### src/rtl/sdinit_pkg.sv
package sdinit_pkg;

    typedef enum logic [1:0] {
        CMD_NOP  = 2'd0,
        CMD_PREA = 2'd1,
        CMD_REFA = 2'd2,
        CMD_MRS  = 2'd3
    } cmd_e;

    typedef enum logic [2:0] {
        ST_STAB     = 3'd0,
        ST_PRE_WAIT = 3'd1,
        ST_REF_WAIT = 3'd2,
        ST_MRS_WAIT = 3'd3,
        ST_RUN      = 3'd4,
        ST_RUN_REC  = 3'd5
    } state_e;

endpackage

### src/rtl/sdinit_cmd_enc.sv
module sdinit_cmd_enc
    import sdinit_pkg::*;
(
    input  cmd_e cmd,
    output logic cs_n,
    output logic ras_n,
    output logic cas_n,
    output logic we_n
);
    always_comb begin
        cs_n = 1'b0;
        case (cmd)
            CMD_PREA: {ras_n, cas_n, we_n} = 3'b010;
            CMD_REFA: {ras_n, cas_n, we_n} = 3'b001;
            CMD_MRS:  {ras_n, cas_n, we_n} = 3'b000;
            default:  {ras_n, cas_n, we_n} = 3'b111;
        endcase
    end
endmodule

### src/rtl/sdinit_ref_sched.sv
module sdinit_ref_sched #(
    parameter int INTERVAL = 780,
    parameter int MISS_MAX = 8
) (
    input  logic clk,
    input  logic rst_n,
    input  logic enable,
    input  logic serve,
    output logic pend_nz,
    output logic overrun
);
    localparam int IW = (INTERVAL > 1) ? $clog2(INTERVAL) : 1;
    localparam int PW = $clog2(MISS_MAX + 1);

    typedef struct packed {
        logic [IW-1:0] icnt;
        logic [PW-1:0] pend;
        logic          ovr;
    } sched_t;

    sched_t q, d;
    logic   tick;

    always_comb begin
        d    = q;
        tick = 1'b0;
        if (!enable) begin
            d.icnt = IW'(INTERVAL - 1);
        end else if (q.icnt == '0) begin
            tick   = 1'b1;
            d.icnt = IW'(INTERVAL - 1);
        end else begin
            d.icnt = q.icnt - 1'b1;
        end
        case ({tick, serve})
            2'b10: begin
                if (q.pend == PW'(MISS_MAX)) d.ovr  = 1'b1;
                else                         d.pend = q.pend + 1'b1;
            end
            2'b01:   d.pend = q.pend - 1'b1;
            default: d.pend = q.pend;
        endcase
    end

    always_ff @(posedge clk or negedge rst_n) begin
        if (!rst_n) begin
            q.icnt <= IW'(INTERVAL - 1);
            q.pend <= '0;
            q.ovr  <= 1'b0;
        end else begin
            q <= d;
        end
    end

    assign pend_nz = (q.pend != '0);
    assign overrun = q.ovr;

    // the overrun flag never clears without reset
    a_r11_overrun_sticky: assert property (@(posedge clk) disable iff (!rst_n)
        q.ovr |=> q.ovr);
    // the backlog never exceeds its limit
    a_r10_pend_bound: assert property (@(posedge clk) disable iff (!rst_n)
        q.pend <= PW'(MISS_MAX));
    // a grant is served only against an owed refresh
    a_r10_serve_needs_pending: assert property (@(posedge clk) disable iff (!rst_n)
        serve |-> q.pend != '0);
endmodule

### src/rtl/sdram_bringup.sv
module sdram_bringup
    import sdinit_pkg::*;
#(
    parameter int ADDR_W       = 13,
    parameter int BA_W         = 2,
    parameter int DQM_W        = 8,
    parameter int STAB_CYC     = 20000,
    parameter int TRP_CYC      = 2,
    parameter int TRFC_CYC     = 7,
    parameter int TRSC_CYC     = 2,
    parameter int INIT_REFS    = 8,
    parameter int REF_INTERVAL = 780,
    parameter int MISS_MAX     = 8,
    parameter int MODE_BITS    = 10,
    parameter logic [MODE_BITS-1:0] MODE_VALUE = 10'h032
) (
    input  logic              clk,
    input  logic              rst_n,
    input  logic              ref_gnt,
    output logic              cmd_cs_n,
    output logic              cmd_ras_n,
    output logic              cmd_cas_n,
    output logic              cmd_we_n,
    output logic              cmd_cke,
    output logic [ADDR_W-1:0] cmd_addr,
    output logic [BA_W-1:0]   cmd_ba,
    output logic [DQM_W-1:0]  cmd_dqm,
    output logic              ready,
    output logic              ref_req,
    output logic              ref_overrun
);
    localparam int AP_BIT = 10;
    localparam int MAX_A  = (STAB_CYC > TRP_CYC) ? STAB_CYC : TRP_CYC;
    localparam int MAX_B  = (TRFC_CYC > TRSC_CYC) ? TRFC_CYC : TRSC_CYC;
    localparam int MAX_D  = (MAX_A > MAX_B) ? MAX_A : MAX_B;
    localparam int CNT_W  = $clog2(MAX_D + 1);
    localparam int REF_W  = $clog2(INIT_REFS + 1);

    typedef struct packed {
        state_e            st;
        logic [CNT_W-1:0]  cnt;
        logic [REF_W-1:0]  left;
        cmd_e              cmd;
        logic [ADDR_W-1:0] addr;
        logic              rdy;
    } ctl_t;

    ctl_t q, d;
    logic pend_nz;
    logic grant_ok;

    assign ref_req  = pend_nz && (q.st == ST_RUN);
    assign grant_ok = ref_req && ref_gnt;

    always_comb begin
        d      = q;
        d.cmd  = CMD_NOP;
        d.addr = '0;
        case (q.st)
            ST_STAB: begin
                if (q.cnt == '0) begin
                    d.cmd          = CMD_PREA;
                    d.addr[AP_BIT] = 1'b1;
                    d.st           = ST_PRE_WAIT;
                    d.cnt          = CNT_W'(TRP_CYC - 1);
                end else begin
                    d.cnt = q.cnt - 1'b1;
                end
            end
            ST_PRE_WAIT: begin
                if (q.cnt == '0) begin
                    d.cmd  = CMD_REFA;
                    d.st   = ST_REF_WAIT;
                    d.cnt  = CNT_W'(TRFC_CYC - 1);
                    d.left = REF_W'(INIT_REFS - 1);
                end else begin
                    d.cnt = q.cnt - 1'b1;
                end
            end
            ST_REF_WAIT: begin
                if (q.cnt != '0) begin
                    d.cnt = q.cnt - 1'b1;
                end else if (q.left != '0) begin
                    d.cmd  = CMD_REFA;
                    d.left = q.left - 1'b1;
                    d.cnt  = CNT_W'(TRFC_CYC - 1);
                end else begin
                    d.cmd                  = CMD_MRS;
                    d.addr[MODE_BITS-1:0]  = MODE_VALUE;
                    d.st                   = ST_MRS_WAIT;
                    d.cnt                  = CNT_W'(TRSC_CYC - 1);
                end
            end
            ST_MRS_WAIT: begin
                if (q.cnt == '0) begin
                    d.st  = ST_RUN;
                    d.rdy = 1'b1;
                end else begin
                    d.cnt = q.cnt - 1'b1;
                end
            end
            ST_RUN: begin
                if (grant_ok) begin
                    d.cmd = CMD_REFA;
                    d.st  = ST_RUN_REC;
                    d.cnt = CNT_W'(TRFC_CYC - 1);
                end
            end
            ST_RUN_REC: begin
                if (q.cnt == '0) d.st  = ST_RUN;
                else             d.cnt = q.cnt - 1'b1;
            end
            default: d.st = ST_STAB;
        endcase
    end

    always_ff @(posedge clk or negedge rst_n) begin
        if (!rst_n) begin
            q.st   <= ST_STAB;
            q.cnt  <= CNT_W'(STAB_CYC - 1);
            q.left <= '0;
            q.cmd  <= CMD_NOP;
            q.addr <= '0;
            q.rdy  <= 1'b0;
        end else begin
            q <= d;
        end
    end

    sdinit_cmd_enc u_enc (
        .cmd   (q.cmd),
        .cs_n  (cmd_cs_n),
        .ras_n (cmd_ras_n),
        .cas_n (cmd_cas_n),
        .we_n  (cmd_we_n)
    );

    sdinit_ref_sched #(
        .INTERVAL (REF_INTERVAL),
        .MISS_MAX (MISS_MAX)
    ) u_sched (
        .clk     (clk),
        .rst_n   (rst_n),
        .enable  (q.rdy),
        .serve   (grant_ok),
        .pend_nz (pend_nz),
        .overrun (ref_overrun)
    );

    assign cmd_cke  = 1'b1;
    assign cmd_addr = q.addr;
    assign cmd_ba   = '0;
    assign cmd_dqm  = {DQM_W{~q.rdy}};
    assign ready    = q.rdy;

    // an accepted grant yields a refresh command next cycle
    a_r9_grant_gives_refresh: assert property (@(posedge clk) disable iff (!rst_n)
        ref_req && ref_gnt |=> q.cmd == CMD_REFA);
    // no new request while a running-mode refresh recovers
    a_r9_no_req_in_recovery: assert property (@(posedge clk) disable iff (!rst_n)
        q.cmd == CMD_REFA && q.rdy |-> !ref_req);
    // an unanswered request is held
    a_r8_req_held: assert property (@(posedge clk) disable iff (!rst_n)
        ref_req && !ref_gnt |=> ref_req);
    // ready stays up until reset
    a_r6_ready_sticky: assert property (@(posedge clk) disable iff (!rst_n)
        q.rdy |=> q.rdy);
    // once running, only a granted request produces a command
    a_r12_quiet_without_grant: assert property (@(posedge clk) disable iff (!rst_n)
        q.rdy && !(ref_req && ref_gnt) |=> q.cmd == CMD_NOP);
    // the mode load is followed by the settle wait, never by ready at once
    a_r5_mrs_then_wait: assert property (@(posedge clk) disable iff (!rst_n)
        q.cmd == CMD_MRS |-> !q.rdy);
endmodule

### config.mk
export PLATFORM = sky130hd
export DESIGN_NAME = sdram_bringup
export DESIGN_NICKNAME = d
export VERILOG_FILES = /design/src/rtl/sdinit_pkg.sv /design/src/rtl/sdinit_cmd_enc.sv /design/src/rtl/sdinit_ref_sched.sv /design/src/rtl/sdram_bringup.sv
export SDC_FILE = /design/constraint.sdc
export NUM_CORES = 1
export LEC_CHECK = 0
export BUFFER_PORTS_ARGS = -buffer_cell sky130_fd_sc_hd__buf_4
export CAP_MARGIN = 20
export CELL_PAD_IN_SITES_DETAIL_PLACEMENT = 1
export CELL_PAD_IN_SITES_GLOBAL_PLACEMENT = 1
export CORE_MARGIN = 1
export CORE_UTILIZATION = 42
export CTS_BUF_LIST = sky130_fd_sc_hd__clkbuf_8
export DETAILED_ROUTE_END_ITERATION = 10
export PLACE_DENSITY_LB_ADDON = 0.1
export SYNTH_ARGS = -nofsm -noshare
export SYNTH_HDL_FRONTEND = slang
export SYNTH_HIERARCHICAL = 1
export SYNTH_SLANG_ARGS = --single-unit
### constraint.sdc
create_clock -name clk -period 2.1 [get_ports clk]
set_input_delay 0.105 -clock clk [delete_from_list [all_inputs] [get_ports clk]]
set_output_delay 0.105 -clock clk [all_outputs]
set_load 0.05 [all_outputs]
* Yosys cells after proc, flatten, opt, wreduce, memory -nomap -nowiden *
Index checks and enable logic that the tools add are counted.

storage, ports and cells
  input port bits = 3
  output and inout bits = 31
  register bits after elaboration = 51

operators by class
  add/subtract/negate cells = 5
  bitwise operators = 1
  mux-type cells = 35
  reduce and logical (&&, ||, !) cells = 21
  equal/unequal tests = 20

operators with widths
  kind                   count
  $pmux 15 s5            1
  $mux 15                4
  $mux 6                 5
  $mux 10                2
  $mux 18                1
  $mux 3                 6
  $pmux 4 s2             2
  $logic_not 15->1       1
  $pmux 3 s5             1
  $reduce_bool 15->1     1
  $sub 15x1->15 const B  1
  $ne 2x2->1 const B     7
  $logic_not 10->1       1
  $sub 10x1->10 const B  1
  $mux 1                 9
  $mux 4                 2
  $pmux 2 s4             1
  $reduce_bool 4->1      2
  $sub 4x1->4 const B    2
  $eq 2x2->1 const B     3
  $eq 3x2->1 const B     2
  $eq 3x3->1 const B     2
  $reduce_and 2->1       3
  $reduce_and 6->1       1
  15 further kinds       21

* Depth between registers and ports, before layout *
  depth in word-level cells = 6
  mapped depth = 12

* By module *
The synthesis kept the hierarchy.

by module, submodules not included
  module            times used  cells each  area an instance (um^2)
  sdram_bringup     1           212         1864.3
  sdinit_ref_sched  1           81          857.1
  sdinit_cmd_enc    1           5           22.5

* Worst setup path after synthesis *
Ideal clock, no wire load.

  kind = register -> register
  start = reg q[35] (netlist name)
  end = reg u_sched/q[2] (netlist name)
  setup slack = -0.634 ns
  clock period less this slack = 2.734 ns
  cell stages (with the launch flop) = 12
  arrival = 2.602 ns
  setup time = 0.132 ns
  path buffers = 2
  required time = 1.968 ns
  cells stage by stage = dfrtp_1 -> buf_2 -> nor2_1 -> and3_1 -> and2_1 -> clkbuf_1 -> nand2_1 -> xnor2_1 -> ha_1 -> nor2b_1 -> mux2i_1 -> mux2i_1

RTL lines
  item             RTL line                source
  start, declared  sdram_bringup.sv:48     ctl_t q, d;
  end, declared    sdinit_ref_sched.sv:21  sched_t q, d;

* Final worst setup path *
  start = reg u_sched/q[3] (netlist name)
  end = reg q[34] (netlist name)

between the ends
  longest elaborated chain between the ends = 5

RTL lines
  item                        RTL line                source
  $reduce_bool 4->1           sdinit_ref_sched.sv:55  assign pend_nz = (q.pend != '0);
  net pend_nz                 sdram_bringup.sv:49     logic pend_nz;
  $logic_and 1x1->1           sdram_bringup.sv:52     assign ref_req = pend_nz && (q.st == ST_RUN);
  $logic_and 1x1->1           sdram_bringup.sv:53     assign grant_ok = ref_req && ref_gnt;
  $ne 2x1->1 (no line)        n/a
  $reduce_and 3->1 (no line)  n/a

The timed path passes the listed nets, and every way through them passes these cells.
A chain may end at the register's enable or synchronous reset.

==> impl_metrics.csv <==
group,metric,value,unit
status,status,"completed",
clock_tree,clock-sinks,42,
flow_run,max_cap_viol_count,0,
synthesis,synth.yosys.seq_area_share,38.9,%
die,io_pins,34,
finish,finish.utilization,50.7,%
clock_tree,cts_tree,"built",
routing,drc,0,
timing,rsz0062_at_grt,"true",
finish,instances_no_fill,404,
die,dieHeight,82.8,um
die,die_w,82.8,um
synthesis,async_reset_ff_share,100,%
worst_setup_path,cp_data_required_time,2.33,ns
routing,drt-pass1-iter-count,4,
pwr,p_leak,0.00146,uW
synthesis,synth.largest_area_cell,"dfrtp_1",
timing,worst_slew_pin_slew,0.551,ns
worst_setup_path,start_kind,"flip-flop",
worst_setup_path,critPathBufInv,0,
global_route,grt_first_pass_wirelength,10300,um
routing,drtIter0Drc,76,
timing,period_needed,2.05,ns
global_route,grt.total_usage,18.5,%
clock_tree,cts_buffers,5,
synthesis,synthTopCellsByCount,"nand2_1, dfrtp_1, nor2_1",
synthesis,synth.most_common_cell,"nand2_1",
clock_tree,htree_levels,2,
routing,antenna_left,0,
placement,gp_congestion,0.774,
pwr,cellPowerDensity,520,mW/mm^2
placement,io_buffers,20,
finish,antenna_cells,0,
worst_setup_path,critPathKind,"flip-flop to flip-flop",
die,initial_core_util,43.5,%
placement,place_hpwl,4420,um
global_route,grt_pass1_vias,2200,
synthesis,ys_warn_count,6,
synthesis,synthFlopType,"dfrtp_1",
timing,maxSlewViolCount,0,
synthesis,synth_area,0.00274,mm^2
timing,final_hold_viol_count,0,
finish,fin_area,0.00320,mm^2
routing,wire_per_inst,15.3,um
pwr,ir_worst_vdd,0.296,mV
placement,dp.cells,391,
routing,wl_met1,2980,um
routing,wl_met2,3010,um
clock_tree,ctsLongestPathBuffers,2,
timing,finalSetupViolCount,0,
finish,fillerInstances,738,
clock_tree,cts_root_buf,"clkbuf_8",
global_route,antenna_found_initial,0,
timing,fmax,488,MHz
clock_tree,insertion_delay,0.30,ns
clock_tree,path_clk_slew,0.09,ns
die,core_area,0.00631,mm^2
synthesis,synth_cell_types,56,
placement,dpl_cell_area,0.00297,mm^2
finish,area_growth,16.6,%
worst_setup_path,crit_fanout,6,
finish,nets,336,
routing,vias,2130,
worst_setup_path,cp.arrival,2.28,ns
synthesis,synthCells,298,
synthesis,synthTopCellsByArea,"dfrtp_1, dfstp_2, buf_4",
synthesis,synth-edff-count,0,
timing,timing.final.crit_share,97.6,%
pwr,power.total,1660,uW
worst_setup_path,cpMaxStageDelayCell,"dfrtp_1",
routing,routed_wl,6170,um
global_route,overflow,0,
die,die-area,0.00686,mm^2
synthesis,avgSynthCellArea,9.21,um^2
routing,top_layer,"met4",
finish,drive_gt1_share,28.4,%
routing,vias_per_cell,5.27,
worst_setup_path,crit_family,"compound AO/OA/AOI/OAI gates",
worst_setup_path,cp-end-kind,"flip-flop",
synthesis,ys_ff_latch,42,
routing,wl_met3,119,um
timing,clock_skew,0.00621,ns
synthesis,yosys.area.top_type_share,25.5,%
worst_setup_path,crit_chain,"nor3_2 > nand2b_1 > a21oi_1 > o21ai_2 > o2111ai_1 > or3_1 > a21oi_1",
worst_setup_path,cpMostUsedCell,"a21oi_1",
worst_setup_path,slowest_delay,0.44,ns
worst_setup_path,rrSetupSlack,0.05,ns
global_route,grt_max_degree,43,
die,placementRows,29,
timing,slew_headroom,63.2,%
min_path,holdCritPathClass,"input port to async pin",
-- through the flow --
step	hold slack, ns	worst slack [ns]	TNS [ns]
after global placement	0.132	0.0531	0
after global routing	0.342	-0.0462	-0.229
after detailed placement	0.136	0.0190	0
after CTS	0.300	0.00633	0
after floorplan	-0.191	-0.0862	-0.140
final	0.326	0.0507	0
-- state kept, by name, summed over array words and instances (netlist names) --
register / cells
q: 24
u_sched/q: 14
cmd_addr: 2
ready: 1
u_sched/overrun: 1
-- power by group --
group	switching [uW]	internal [uW]
clock	306	477
combinational	68.2	4.05
sequential	0	809
-- layer usage --
| layer | global-route usage (%) | vias up |
|---|---|---|
| met5 | 0 | - |
| met4 | 5.64 | 0 |
| met3 | 3.88 | 4 |
| met2 | 31.1 | 13 |
| met1 | 24.0 | 1053 |
| li1 | - | 1060 |
-- repair_timing --
item                       in CTS  in global routing
pin swaps                       1                  7
setup endpoints to repair       1                 19
resized for setup               0                 12
gates cloned                    0                  0
hold buffers                    1                  0
hold endpoints to repair       28                  0
buffers inserted                0                  4
-- cell families (layout without fill, tap and decap cells) --
family                   after synthesis  count (layout)  synth area share [%]
other                                  3              13                 0.410
multiplexers                           7               7                  2.55
flip-flops                            42              42                  38.9
AND/OR/NAND/NOR                      118             118                  25.2
adder cells (fa/ha/maj)                7               7                  3.19
buffers and inverters                 46              65                  10.1
AO/OA/AOI/OAI                         56              56                  13.6
XOR/XNOR                              19              19                  6.06
-- worst paths after layout --
check	from	end	depth (start not counted)
max	u_sched/q[3]	q[34]	7
min	rst_n	u_sched/q[11]	2
max reg2reg	u_sched/q[3]	q[34]	7
min reg2reg	u_sched/q[5]	u_sched/q[5]	1
max in group asynchronous	rst_n	q[36]	2
min in group clk	ref_gnt	u_sched/q[1]	4
-- worst reg2reg max path, delay by kind of cell (launching register included) --
| family | cells | cell delay, ns |
|---|---|---|
| flip-flops | 1 | 0.44 |
| AO/OA/AOI/OAI | 4 | 0.96 |
| AND/OR/NAND/NOR | 3 | 0.58 |
-- placed cells by master, fill, tap and decap left out, types with 3 or more instances in the layout --
cell | Yosys | layout
buf_4 | 24 | 45
nand2_1 | 33 | 32
dfrtp_1 | 28 | 27
nor2_1 | 25 | 24
a21oi_1 | 16 | 15
dfstp_2 | 14 | 14
conb_1 | 3 | 13
inv_1 | 11 | 11
xor2_1 | 11 | 11
o21ai_0 | 8 | 8
nand2b_1 | 7 | 7
or3_1 | 7 | 7
xnor2_1 | 8 | 7
mux2i_1 | 7 | 7
nor3_1 | 7 | 6
o21ai_1 | 6 | 6
ha_1 | 7 | 6
clkbuf_8 | 0 | 5
nor4_1 | 4 | 4
nor2b_1 | 4 | 4
a31oi_1 | 4 | 4
o211ai_1 | 4 | 4
o21bai_1 | 3 | 3
or4_1 | 3 | 3
nand3b_1 | 3 | 3
nand3_1 | 3 | 3
nand4b_1 | 3 | 3
-- cell type report --
class	instances	area (um^2)	area share (%)
clock inverter	3	68.8	2.15
inverter	11	41.3	1.29
multi-input combinational	220	1510	47.1
sequential	42	1070	33.4
clock buffer	5	68.8	2.15
timing repair buffer	46	348	10.9
tap	77	96.3	3.01
Note: power is estimated with default switching activity, not from simulation.
